`src/rtl/fwd_pkg.sv`:
```
package fwd_pkg;
  typedef enum logic [1:0] {
    SEL_RF   = 2'b00,
    SEL_EXM1 = 2'b01,
    SEL_M1M2 = 2'b10,
    SEL_M2RW = 2'b11
  } fwdSel_e;

  typedef struct packed {
    fwdSel_e selA;
    fwdSel_e selB;
  } fwdStrobe_t;
endpackage

```
`src/rtl/fwd_ctrl.sv`:
```
module fwd_ctrl
  import fwd_pkg::*;
#(
  parameter int REG_AW = 5
) (
  input  logic [REG_AW-1:0] srcRegA,
  input  logic [REG_AW-1:0] srcRegB,
  input  logic              useA,
  input  logic              useB,
  input  logic [REG_AW-1:0] ex2Rd,
  input  logic              ex2We,
  input  logic              ex2Ld,
  input  logic [REG_AW-1:0] m1Rd,
  input  logic              m1We,
  input  logic              m1Ld,
  input  logic [REG_AW-1:0] m2Rd,
  input  logic              m2We,
  input  logic              m2Ld,
  input  logic [REG_AW-1:0] rwRd,
  input  logic              rwWe,
  output fwdStrobe_t        strobe,
  output logic [1:0]        noFwd
);
  localparam int NUM_OPS = 2;

  logic [1:0] selArr [NUM_OPS];

  for (genvar op = 0; op < NUM_OPS; op++) begin : g_op
    logic [REG_AW-1:0] rsNum;
    logic              rsUsed;
    logic              hitEx2, hitM1, hitM2, hitRw;
    logic [1:0]        selVal;
    logic              blkVal;

    assign rsNum  = (op == 0) ? srcRegA : srcRegB;
    assign rsUsed = ((op == 0) ? useA : useB) && (rsNum != '0);
    assign hitEx2 = rsUsed && ex2We && (ex2Rd == rsNum);
    assign hitM1  = rsUsed && m1We  && (m1Rd  == rsNum);
    assign hitM2  = rsUsed && m2We  && (m2Rd  == rsNum);
    assign hitRw  = rsUsed && rwWe  && (rwRd  == rsNum);

    always_comb begin
      selVal = SEL_RF;
      blkVal = 1'b0;
      if (hitEx2) begin
        blkVal = 1'b1;
      end else if (hitM1) begin
        if (m1Ld) blkVal = 1'b1;
        else      selVal = SEL_EXM1;
      end else if (hitM2) begin
        if (m2Ld) blkVal = 1'b1;
        else      selVal = SEL_M1M2;
      end else if (hitRw) begin
        selVal = SEL_M2RW;
      end
    end

    assign selArr[op] = selVal;
    assign noFwd[op]  = blkVal;
  end

  assign strobe.selA = fwdSel_e'(selArr[0]);
  assign strobe.selB = fwdSel_e'(selArr[1]);

  always_comb begin
    AST_BLOCK_HOLDS_RF: assert (!noFwd[0] || strobe.selA == SEL_RF) else $error("blocked operand A selected a forward");
    AST_ZERO_NEVER_FWD: assert (srcRegA != '0 || (strobe.selA == SEL_RF && !noFwd[0])) else $error("x0 matched on A");
    AST_UNUSED_QUIET: assert (useB || (strobe.selB == SEL_RF && !noFwd[1])) else $error("unused B matched");
    AST_LOAD_NOT_EARLY: assert (!((strobe.selA == SEL_EXM1 && m1Ld) || (strobe.selA == SEL_M1M2 && m2Ld))) else $error("load forwarded early");
    AST_NO_EX2_FWD: assert (!(useA && ex2We && ex2Rd == srcRegA && srcRegA != '0) || noFwd[0]) else $error("EX2 match not flagged");
  end
endmodule

```
`src/rtl/fwd_datapath.sv`:
```
module fwd_datapath
  import fwd_pkg::*;
#(
  parameter int XLEN = 32
) (
  input  fwdStrobe_t      strobe,
  input  logic [XLEN-1:0] rfDataA,
  input  logic [XLEN-1:0] rfDataB,
  input  logic [XLEN-1:0] exm1Data,
  input  logic [XLEN-1:0] m1m2Data,
  input  logic [XLEN-1:0] m2rwData,
  output logic [XLEN-1:0] opA,
  output logic [XLEN-1:0] opB
);
  localparam int NUM_OPS = 2;

  logic [XLEN-1:0] opArr [NUM_OPS];

  for (genvar op = 0; op < NUM_OPS; op++) begin : g_mux
    fwdSel_e         sel;
    logic [XLEN-1:0] rfVal;
    logic [XLEN-1:0] outVal;

    assign sel   = (op == 0) ? strobe.selA : strobe.selB;
    assign rfVal = (op == 0) ? rfDataA : rfDataB;

    always_comb begin
      unique case (sel)
        SEL_EXM1: outVal = exm1Data;
        SEL_M1M2: outVal = m1m2Data;
        SEL_M2RW: outVal = m2rwData;
        default:  outVal = rfVal;
      endcase
    end

    assign opArr[op] = outVal;
  end

  assign opA = opArr[0];
  assign opB = opArr[1];
endmodule

```
`src/rtl/fwd_ex_unit.sv`:
```
module fwd_ex_unit
  import fwd_pkg::*;
#(
  parameter int XLEN   = 32,
  parameter int REG_AW = 5
) (
  input  logic [REG_AW-1:0] srcRegA,
  input  logic [REG_AW-1:0] srcRegB,
  input  logic              useA,
  input  logic              useB,
  input  logic [REG_AW-1:0] ex2Rd,
  input  logic              ex2We,
  input  logic              ex2Ld,
  input  logic [REG_AW-1:0] m1Rd,
  input  logic              m1We,
  input  logic              m1Ld,
  input  logic [REG_AW-1:0] m2Rd,
  input  logic              m2We,
  input  logic              m2Ld,
  input  logic [REG_AW-1:0] rwRd,
  input  logic              rwWe,
  input  logic              rwLd,
  input  logic [XLEN-1:0]   rfDataA,
  input  logic [XLEN-1:0]   rfDataB,
  input  logic [XLEN-1:0]   exm1Data,
  input  logic [XLEN-1:0]   m1m2Data,
  input  logic [XLEN-1:0]   m2rwData,
  output logic [XLEN-1:0]   opA,
  output logic [XLEN-1:0]   opB,
  output logic [1:0]        selA,
  output logic [1:0]        selB,
  output logic              noFwdA,
  output logic              noFwdB
);
  fwdStrobe_t strobe;
  logic [1:0] noFwd;
  logic       unusedLd;

  // The M2/RW register carries ALU results and load data alike, so the RW kind is irrelevant here.
  assign unusedLd = rwLd ^ ex2Ld;

  fwd_ctrl #(.REG_AW(REG_AW)) u_ctrl (
    .srcRegA(srcRegA), .srcRegB(srcRegB), .useA(useA), .useB(useB),
    .ex2Rd(ex2Rd), .ex2We(ex2We), .ex2Ld(unusedLd & 1'b0),
    .m1Rd(m1Rd), .m1We(m1We), .m1Ld(m1Ld),
    .m2Rd(m2Rd), .m2We(m2We), .m2Ld(m2Ld),
    .rwRd(rwRd), .rwWe(rwWe),
    .strobe(strobe), .noFwd(noFwd)
  );

  fwd_datapath #(.XLEN(XLEN)) u_dp (
    .strobe(strobe), .rfDataA(rfDataA), .rfDataB(rfDataB),
    .exm1Data(exm1Data), .m1m2Data(m1m2Data), .m2rwData(m2rwData),
    .opA(opA), .opB(opB)
  );

  assign selA   = strobe.selA;
  assign selB   = strobe.selB;
  assign noFwdA = noFwd[0];
  assign noFwdB = noFwd[1];
endmodule

```
`config.mk`:
```
export PLATFORM = sky130hd
export DESIGN_NAME = fwd_ex_unit
export DESIGN_NICKNAME = d
export VERILOG_FILES = /design/src/rtl/fwd_pkg.sv /design/src/rtl/fwd_ctrl.sv /design/src/rtl/fwd_datapath.sv /design/src/rtl/fwd_ex_unit.sv
export SDC_FILE = /design/constraint.sdc
export NUM_CORES = 1
export LEC_CHECK = 0
export ABC_CLOCK_PERIOD_IN_PS = 7450
export BUFFER_PORTS_ARGS = -buffer_cell sky130_fd_sc_hd__buf_4
export CORE_AREA = 2 2 105 107
export DETAILED_ROUTE_END_ITERATION = 16
export DIE_AREA = 0 0 107 109
export GPL_TIMING_DRIVEN = 0
export PLACE_DENSITY = 0.68
export RECOVER_POWER = 50
export SLEW_MARGIN = 20
export SYNTH_ARGS = -nofsm -noshare
export SYNTH_HDL_FRONTEND = slang
export SYNTH_SLANG_ARGS = --single-unit
```
`constraint.sdc`:
```
create_clock -name vclk -period 7.45
set_clock_uncertainty 0.15 [all_clocks]
set_input_delay 1.49 -clock vclk [all_inputs]
set_output_delay 1.49 -clock vclk [all_outputs]
set_load 0.02 [all_outputs]
```
==> Word level (Yosys, flattened, before mapping) <==
Cells that the tools add are included.
{ "totals": {"reg_bits": 0, "latchBits": 0, "mem_bits_rw": 0, "rom_bits": 0, "in_bits": 200, "output_inout_bits": 70, "word_cells": 54, "mem_count": 0} }
{ "classes": {"n_addsub": 0, "mul": 0, "n_div": 0, "order_cmp": 0, "eq_ne": 14, "n_shift": 0, "n_mux": 20, "n_bitwise": 0, "reduce_logical": 20} }
{ "ops": {"columns": ["operator", "n"], "rows": [
  ["$pmux 32 s3", 2],
  ["$eq 5x5->1", 8],
  ["$logic_and 1x1->1", 18],
  ["$mux 2", 9],
  ["$reduce_bool 5->1", 2],
  ["$mux 1", 9],
  ["$eq 2x2->1 const B", 4],
  ["$eq 2x1->1 const B", 2]
]} }

==> Longest topological paths before layout <==
Gate-level depths: netlist of run 1.
{ "logic_depth": {"depth_word": 10, "depth_mapped": 8, "mapped_depth_nobuf": 6} }

==> Hierarchy <==
A second synthesis of run 1 with hierarchy kept.
{ "hier_totals": {"hier_cells": 167, "hier_area_um2": 2319.7} }
{ "by_module_without_submodules": {"columns": ["module", "n_inst", "cells_each", "area_each_um2"], "rows": [
  ["fwd_datapath", 1, 78, 1629.1],
  ["fwd_ctrl", 1, 88, 686.9],
  ["fwd_ex_unit", 1, 1, 3.8]
]} }

==> Worst setup path after synthesis of run 1 <==
No wires, ideal clock.
{ "synth_path": {"kind": "input to output", "start": "input srcRegA[0]", "end": "output opA[10]", "arrival_time_ps": 3517, "required_time_ps": 5810, "slack_ps": 2293, "cell_stages": 8, "n_path_buf": 2, "path_cell_list": "buf_2 -> xor2_1 -> nor4_1 -> nand3_1 -> and4_4 -> o211ai_4 -> buf_6 -> mux4_1"} }
{ "synth_between": {"elab_chain_cells": 10} }
{ "synth_rtl": {"columns": ["element", "line", "text"], "rows": [
  ["start, declared", "fwd_ex_unit.sv:7", "input logic [REG_AW-1:0] srcRegA,"],
  ["$reduce_bool 5->1", "fwd_ctrl.sv:36", "assign rsUsed = ((op == 0) ? useA : useB) && (rsNum != '0);"],
  ["$logic_and 1x1->1", "fwd_ctrl.sv:36", null],
  ["$logic_and 1x1->1 (2 in a row)", "fwd_ctrl.sv:40", "assign hitRw = rsUsed && rwWe && (rwRd == rsNum);"],
  ["$mux 2", "fwd_ctrl.sv:53", "end else if (hitRw) begin"],
  ["$mux 2", "fwd_ctrl.sv:50", "end else if (hitM2) begin"],
  ["$mux 2", "fwd_ctrl.sv:47", "end else if (hitM1) begin"],
  ["$mux 2 *", "fwd_ctrl.sv:45", "if (hitEx2) begin"],
  ["$eq 2x2->1 or $eq 2x1->1 (tied branches)", "fwd_datapath.sv:28", "unique case (sel)"],
  ["$pmux 32 s3 *", "fwd_datapath.sv:28", null],
  ["end, declared", "fwd_ex_unit.sv:28", "output logic [XLEN-1:0] opA,"]
]} }
Mark *: on every way between the ends. The rest lies on a longest branch, timed or not.

==> Worst setup path after layout of run 1 <==
{ "layout_path": {"start": "input srcRegB[0]", "end": "output opB[30]"} }
{ "layout_between": {"elab_chain_cells": 10} }
{ "layout_rtl": {"columns": ["element", "line", "text"], "rows": [
  ["start, declared", "fwd_ex_unit.sv:8", "input logic [REG_AW-1:0] srcRegB,"],
  ["$reduce_bool 5->1", "fwd_ctrl.sv:36", null],
  ["$logic_and 1x1->1", "fwd_ctrl.sv:36", null],
  ["$logic_and 1x1->1 (2 in a row)", "fwd_ctrl.sv:40", null],
  ["$mux 2", "fwd_ctrl.sv:53", null],
  ["$mux 2", "fwd_ctrl.sv:50", null],
  ["$mux 2", "fwd_ctrl.sv:47", null],
  ["$mux 2 *", "fwd_ctrl.sv:45", null],
  ["$eq 2x2->1 or $eq 2x1->1 (tied branches)", "fwd_datapath.sv:28", null],
  ["$pmux 32 s3 *", "fwd_datapath.sv:28", null],
  ["end, declared", "fwd_ex_unit.sv:29", "output logic [XLEN-1:0] opB,"]
]} }
Marked as above.

==> reports/results.txt, run 1 <==
The run finished with clean final reports. The cell area after placement was 0.00448 mm^2; the number of fill cells in the layout was 1044. Based on the critical path, the design can be clocked at up to 0.169 GHz.

The ratio of cells with drive above 1 in the final layout came out at 0.652. The run gives 16.1 mm as the global-route wire length before repair. The logs give 0 for the proportion of power drawn by flip-flops and latches and 10.2 mm for the half-perimeter wire length after detailed placement. The tools report the startpoint kind of the worst setup timing path as a primary input.

For the number of hold-slack violations in the final timing report, the log shows 0. By count the netlist is led by sky130_fd_sc_hd__mux4_1 (40), sky130_fd_sc_hd__xor2_1 (30), sky130_fd_sc_hd__mux4_2 (24), sky130_fd_sc_hd__buf_2 (13), sky130_fd_sc_hd__xnor2_1 (10). The normalized max-slew margin was 0.413; the count of hold-fix buffers inserted at cts was 0. Data on the critical path is required at its endpoint by 5810 ps. The number of global-route vias before repair was 2903; the post-cts gate resize count was 0. The worst min-delay path category was primary input to output pin.

The logs give 0 for the clock buffer count in the final layout and 367 for the synthesized net count. The fraction of synthesized cell area taken by the top area cell type was 0.444; the average wire length per cell after detail routing was 20.2 um. The cell count after synthesis was 167. The floorplan step defined a die boundary enclosing 0.0117 mm^2. The remaining routing DRC violations was 0. The logic gate share of total power was 1.000. The layout overhead on the synthesized area was 83.8%; the y dimension of the die was 109 um.

Along the worst hold path, the cell count comes to 3. Number of placement rows: 38. The relative contribution of the clock network to total power is 0. Nature of the critical path endpoint: an output pin. The source of the worst hold timing path was exm1Data[13].

The region available for standard cell placement spans 0.0106 mm^2. The net count of the finished layout is 627. At the pin with the least slew margin, the transition time is 877 ps.

Setup repair after global routing left no endpoint under its margin. The number of different library cells used by synthesis comes to 26. Adding up every negative setup slack in the final design gives 0 ps. Summed over all instances, the cell type with the most area after synthesis is sky130_fd_sc_hd__mux4_1. The total of buffers placed on input and output ports was 258. For the initial cell density of the core, the log shows 0.223.

In this run the worst path has a maximum fanout of 10. The switching portion of total power was 0.413. The post-route minimum period works out to 5930 ps.

The synthesized netlist occupies a cell area of 0.00236 mm^2. The final count of pins violating max slew was 0. The final core utilization was 0.410; the sequential element share of the synthesized area was 0. In this run the power spent charging and discharging nets is 0.0000949 W. The final critical-path share of the clock period came out at 0.796.

The internal power contribution was 0.000135 W. By area the synthesized netlist is led by sky130_fd_sc_hd__mux4_1 (44%), sky130_fd_sc_hd__mux4_2 (23%), sky130_fd_sc_hd__xor2_1 (11%), sky130_fd_sc_hd__xnor2_1 (3.7%), sky130_fd_sc_hd__buf_6 (2.9%). Entering global routing, the biggest net connects 11 pins. The tools report the number of violations reported at the end of detailed-routing iteration 0 as 136.

The routed wire length was 11.4 mm; the global router's overall resource usage was 0.178. From left edge to right edge, the die measures 107 um. Across the run, the number of max-cap violations was 0. The mean area per synthesized cell came out at 14.2 um^2.

The tools report the boundary pin count as 270. The post-route antenna net violation count was 0; the number of warning messages in the yosys log was 0. For the post-CTS setup-driven buffer insertion count, the log shows 0. Using the TritonRoute via totals, the vias-per-cell ratio works out to 5.06.

The tools report the final design instance area without fill as 0.00435 mm^2. The flip-flop and latch count was 0. At the worst endpoint, the arrival time is 4290 ps. Routability-driven placement finished with a final weighted congestion of 0.895. For this run, the detailed router's first-pass iteration total came to 4.

The logs give 2859 for the via total after detailed routing and 0 for the number of antenna cells inserted. For this design the ratio of total power to cell area is 52.8 mW/mm^2. The tools report the worst ir drop on vdd as 0.0221 mV. For hold timing, the worst endpoint is opA[13].

The total overflow left after global routing is 0. Area occupied by registers: 0 um^2. The worst setup path is of the primary input to output pin kind.

In this run the static leakage power is 2.06 nW. The tools report the number of failing setup endpoints in the final timing report as 0. Number of antenna violations at the first check in global routing: 0. The most frequent cell after synthesis was sky130_fd_sc_hd__mux4_1.
[worst max path at each step]
stage | end | start | depth (start not counted) | slack (ps)
floorplan | opA[10] | srcRegA[0] | 8 | 2290
global placement | opA[26] | srcRegA[0] | 9 | 1890
detailed placement | opA[21] | srcRegA[1] | 8 | 1900
CTS | opA[4] | srcRegA[1] | 8 | 1880
global route | opB[30] | srcRegB[0] | 9 | 1200
finish | opB[30] | srcRegB[0] | 9 | 1520
[final cells by class]
cell class	count	area [um^2]	share of cell area
Multi-Input combinational cell	142	2170	0.499
Inverter	3	11.3	0.00259
Buffer	22	145	0.0334
Timing Repair Buffer	258	1850	0.425
Tap cell	140	175	0.0403
[metrics by stage]
stage	setup WS [ps]	cells	power [W]	hold WS (ps)
6_report	1520	565	0.000230	3240
5_1_grt	1200	565	0.000243	3250
4_1_cts	1880	565	0.000239	3230
3_5_place_dp	1900	565	0.000239	3230
3_3_place_gp	1890	565	0.000234	3240
2_1_floorplan	2290	167	0.000106	3010
[placed cells by master, fill, tap and decap left out, drive strengths merged]
cell      n
nand2     2
o211a     2
and3      1
a21oi     2
a31oi     2
nor4      7
xor2     30
o21ai     2
buf     253
or3       1
nand3     5
mux4     64
nand4     2
clkbuf   27
or4       2
nor2      5
nor3      1
and4      2
inv       3
o211ai    2
xnor2    10
[power groups by stage]
stage	sequential [W]	clock [W]	combinational [W]
floorplan	0	0	0.000106
global placement	0	0	0.000234
detailed placement	0	0	0.000239
CTS	0	0	0.000239
global route	0	0	0.000243
finish	0	0	0.000230
[metal layers]
layer | wire length, um | up-vias | GRT usage
li1 | - | 1277 | -
met1 | 4040 | 1389 | 0.202
met2 | 6080 | 169 | 0.343
met3 | 981 | 24 | 0.0377
met4 | 294 | 0 | 0.0399
met5 | 0 | - | 0
[worst max-delay path: stages]
cell and delay (ps):
sky130_fd_sc_hd__buf_4 140, sky130_fd_sc_hd__xor2_1 160, sky130_fd_sc_hd__nor4_1 340, sky130_fd_sc_hd__nand3_1 180, sky130_fd_sc_hd__and4_1 230, sky130_fd_sc_hd__o211ai_1 690
sky130_fd_sc_hd__buf_6 270, sky130_fd_sc_hd__mux4_1 580, sky130_fd_sc_hd__buf_4 180
[logic make-up after synthesis]
logic type	after synthesis	synth area share
buffers and inverters	25	0.0672
xor gates and xnor gates	40	0.148
AOI/OAI and AO/OA	10	0.0402
and+or+nand+nor	28	0.0714
muxes	64	0.673
Note: power is estimated with default switching activity, not from simulation.
==> run 2, diff against run 1 <==
- ABC_AREA: default -> 1
- ABC_CLOCK_PERIOD_IN_PS: 7450 -> 5600
- CORE_AREA: 2 2 105 107 -> 2 2 103 105
- DIE_AREA: 0 0 107 109 -> 0 0 105 107
- PLACE_DENSITY: 0.68 -> 0.79
- clock period: 7.45 -> 5.6 ns (I/O delays scaled with it)
==> run 2 against run 1 <==
Effect of this change:
- global-route usage is 10 points higher
- count of clock-buffer cells in the layout unchanged
- synthesized area grew 37%
- setup slack lost 690 ps
- via count rose by 88%
- cell count up 73%
- sequential share of layout area is the same
- design area is 21% higher
- critical path type unchanged
- highest routed layer unchanged
==> reports/results.txt, run 2 <==
The area occupied by registers was 0 um^2 (unchanged). Sequential element share of the synthesized area: 0 (unchanged). The run gives 0.279 (+0.101) as the global router's overall resource usage.

The fraction of synthesized cell area taken by the top area cell type was 0.268 (-0.176); the netlist area before placement was 0.00323 mm^2 (+37%). The worst setup path is captured at an output pin. For the synthesized net count, the log shows 774 (+110%).

The tools report the normalized max-slew margin as 0.506 (+0.0933). The total instance count after detailed placement is 977 (+73%). The measured slew at the worst slew-check pin is 741 ps (-136 ps).

The post-cts gate resize count is 0 (unchanged), and the cell count after synthesis is 574 (+240%). Ratio of total power to cell area: 72.0 mW/mm^2 (+36%). STA classifies the critical path startpoint as a primary input. For the number of global-route vias before repair, the log shows 4935 (+70%).

Number of violations reported at the end of detailed-routing iteration 0: 568 (+320%). The largest fanout of any net on the critical path works out to 10 (unchanged). The total number of nets in the final design was 1043 (+66%); the core area was 0.0101 mm^2 (-4.8%). The overall power of the completed layout was 0.000380 W (+66%); the average wire length per cell after detail routing was 17.6 um (-13%). The global-route wire length before repair was 25.3 mm (+58%). The run gives 23 (-12%) as the number of distinct standard cells referenced by the synthesized netlist.

The initial cell density of the core is 0.320 (+0.0971). The run gives 0 (unchanged) as the flip-flop and latch count. The logs give 835 ps (-687 ps) for the least setup slack across all paths after layout and 0.0112 mm^2 (-3.7%) for the full die area. The worst path needs 4760 ps of the cycle, external delays included.

The pre-CTS worst setup slack was 1440 ps (-458 ps). The run gives 977 (+73%) as the number of non-filler instances in the completed layout. The max-cap check violation count came out at 0 (unchanged).

For the post-route antenna net violation count, the log shows 0 (unchanged). The run gives 0 (unchanged) as the remaining routing DRC violations. Boundary pin count: 270 (unchanged).

The library cell used most frequently in the layout, excluding fill and tap cells, is sky130_fd_sc_hd__buf_4. The y dimension of the die was 107 um (-1.8%). The number of antenna violations at the first check in global routing came out at 0 (unchanged). The die width is 105 um (-1.9%), and the arithmetic-cell share of the synthesized area counting full adders, half adders and majority gates is 0 (unchanged). The number of antenna cells inserted was 0 (unchanged); the number of failing setup endpoints in the final timing report was 0 (unchanged).

The post-synthesis mux area share came out at 0 (-0.673). The final critical-path share of the clock period is 0.851. The ratio of cells with drive above 1 in the final layout was 0.424 (-0.227); the total of buffers placed on input and output ports was 267 (+3.5%). The post-CTS setup-driven buffer insertion count was 0 (unchanged). Setup repair after global routing left no endpoint under its margin. The layout overhead on the synthesized area was 63.3%. Largest net degree at the start of global routing: 11 (unchanged). By area, the combinational part of the netlist is dominated by simple AND/OR/NAND/NOR gates.

The leakage dissipation came out at 2.57 nW (+25%). The routed via count divided by cell count was 5.49 (+8.5%). The run gives 5365 (+88%) as the via total after detailed routing. The synthesized design spends more area on one cell type than any other, namely sky130_fd_sc_hd__nand3_1. The run finished with clean final reports. The mean area per synthesized cell came out at 5.63 um^2 (-60%).

The detailed-routing iteration count for the pre-antenna-repair pass is 6 (+2), and the data arrival time of the critical path is 3490 ps (-800 ps). Number of hold-slack violations in the final timing report: 0 (unchanged). The min-delay analysis places its worst path in the category primary input to output pin. The logs give 0 (unchanged) for the count of hold-fix buffers inserted at cts and 0 (unchanged) for the clock buffer count in the final layout. Kind of critical path: primary input to output pin. The half-perimeter wire length after detailed placement was 14.0 mm (+38%); the simple-gate portion of the synthesized area was 0.769 (+0.698). The cell depth of the worst hold path was 4 (+1); the number of fill cells in the layout was 1107 (+6.0%). The logs give 0 (unchanged) for the number of warning messages in the yosys log and 0 (unchanged) for the final count of pins violating max slew. The post-synthesis share of cell area spent on xor and xnor gates works out to 0.0163 (-0.132).

Worst ir drop on vdd: 0.0339 mV (+53%). The complex-gate fraction of the synthesized area is 0.0217 (-0.0185). Ranked by instance count, the synthesized netlist is headed by sky130_fd_sc_hd__nand3_1 (173), sky130_fd_sc_hd__nand2_1 (153), sky130_fd_sc_hd__nand4_1 (66), sky130_fd_sc_hd__nand3_2 (35), sky130_fd_sc_hd__buf_6 (25). The tools report the terminating pin of the worst hold path as opA[23]. Timing would allow up to 0.210 GHz. By area the synthesized netlist is led by sky130_fd_sc_hd__nand3_1 (27%), sky130_fd_sc_hd__nand2_1 (18%), sky130_fd_sc_hd__nand4_1 (13%), sky130_fd_sc_hd__nand3_2 (11%), sky130_fd_sc_hd__buf_6 (8.7%). In the layout the commonest cells are sky130_fd_sc_hd__buf_4 (245), sky130_fd_sc_hd__nand3_1 (173), sky130_fd_sc_hd__nand2_1 (156).

The logs give 0 (unchanged) for the total congestion overflow after global routing and 0.988 (+10%) for the global placer's final weighted congestion. The most frequent cell after synthesis is sky130_fd_sc_hd__nand3_1. The number of placement rows is 37 (-2.6%). The tools report the final hold slack as 2410 ps (-833 ps).

The tools report the source of the worst hold timing path as m2rwData[23]. The routed wire length is 17.2 mm (+51%), and the endpoint required time on the critical path is 4330 ps (-1480 ps). The total negative slack came out at 0 ps (unchanged).
## run 2: final cells by class
cell class                 instances  area (um^2)  share of cell area
multi-input combinational        490         2590               0.491
inverter                          37          141              0.0268
timing repair buffer             267         1920               0.364
buffer                            47          454              0.0861
tap                              136          170              0.0323
## run 2: worst max-delay path by stage
| stage | from | to | cells after the start |
|---|---|---|---|
| final | srcRegA[4] | opA[30] | 13 |
| after floorplan | srcRegA[2] | opA[22] | 13 |
| after global routing | srcRegB[2] | opB[14] | 15 |
| after global placement | srcRegA[4] | opA[20] | 12 |
| after detailed placement | srcRegA[4] | opA[20] | 12 |
| after CTS | srcRegA[4] | opA[20] | 12 |
## run 2: per-layer routing
metal / share of wire / GRT usage / vias to the layer above
li1: - / - / 2544
met1: 0.37 / 0.338 / 2401
met2: 0.49 / 0.488 / 367
met3: 0.10 / 0.0571 / 53
met4: 0.037 / 0.0981 / 0
met5: 0 / 0 / -
## run 2: power breakdown
group / switching, W / internal (W)
sequential: 0 / 0
combinational: 0.000197 / 0.000183
clock: 0 / 0
## run 2: logic make-up (layout without fill, tap and decap cells)
kind of cell	Yosys count	after routing
compound gates	14	14
xor+xnor	6	6
buf+inv	84	351
simple gates	470	470
## run 2: through the flow
stage,utilization,cell area (um^2)
final,0.523,5280
after global routing,0.523,5280
after CTS,0.536,5410
after detailed placement,0.536,5410
after global placement,0.536,5410
after floorplan,-,3230
## run 2: worst max-delay path, cell delays in order
cell	delay (ps)
sky130_fd_sc_hd__buf_4	130
sky130_fd_sc_hd__inv_2	80
sky130_fd_sc_hd__nand2_1	60
sky130_fd_sc_hd__a21oi_1	270
sky130_fd_sc_hd__nand3_2	150
sky130_fd_sc_hd__nand3_1	110
sky130_fd_sc_hd__nand2_1	50
sky130_fd_sc_hd__nand2_1	140
sky130_fd_sc_hd__clkbuf_1	590
sky130_fd_sc_hd__buf_6	250
sky130_fd_sc_hd__nand3_1	100
sky130_fd_sc_hd__nand4_1	130
sky130_fd_sc_hd__clkbuf_1	300
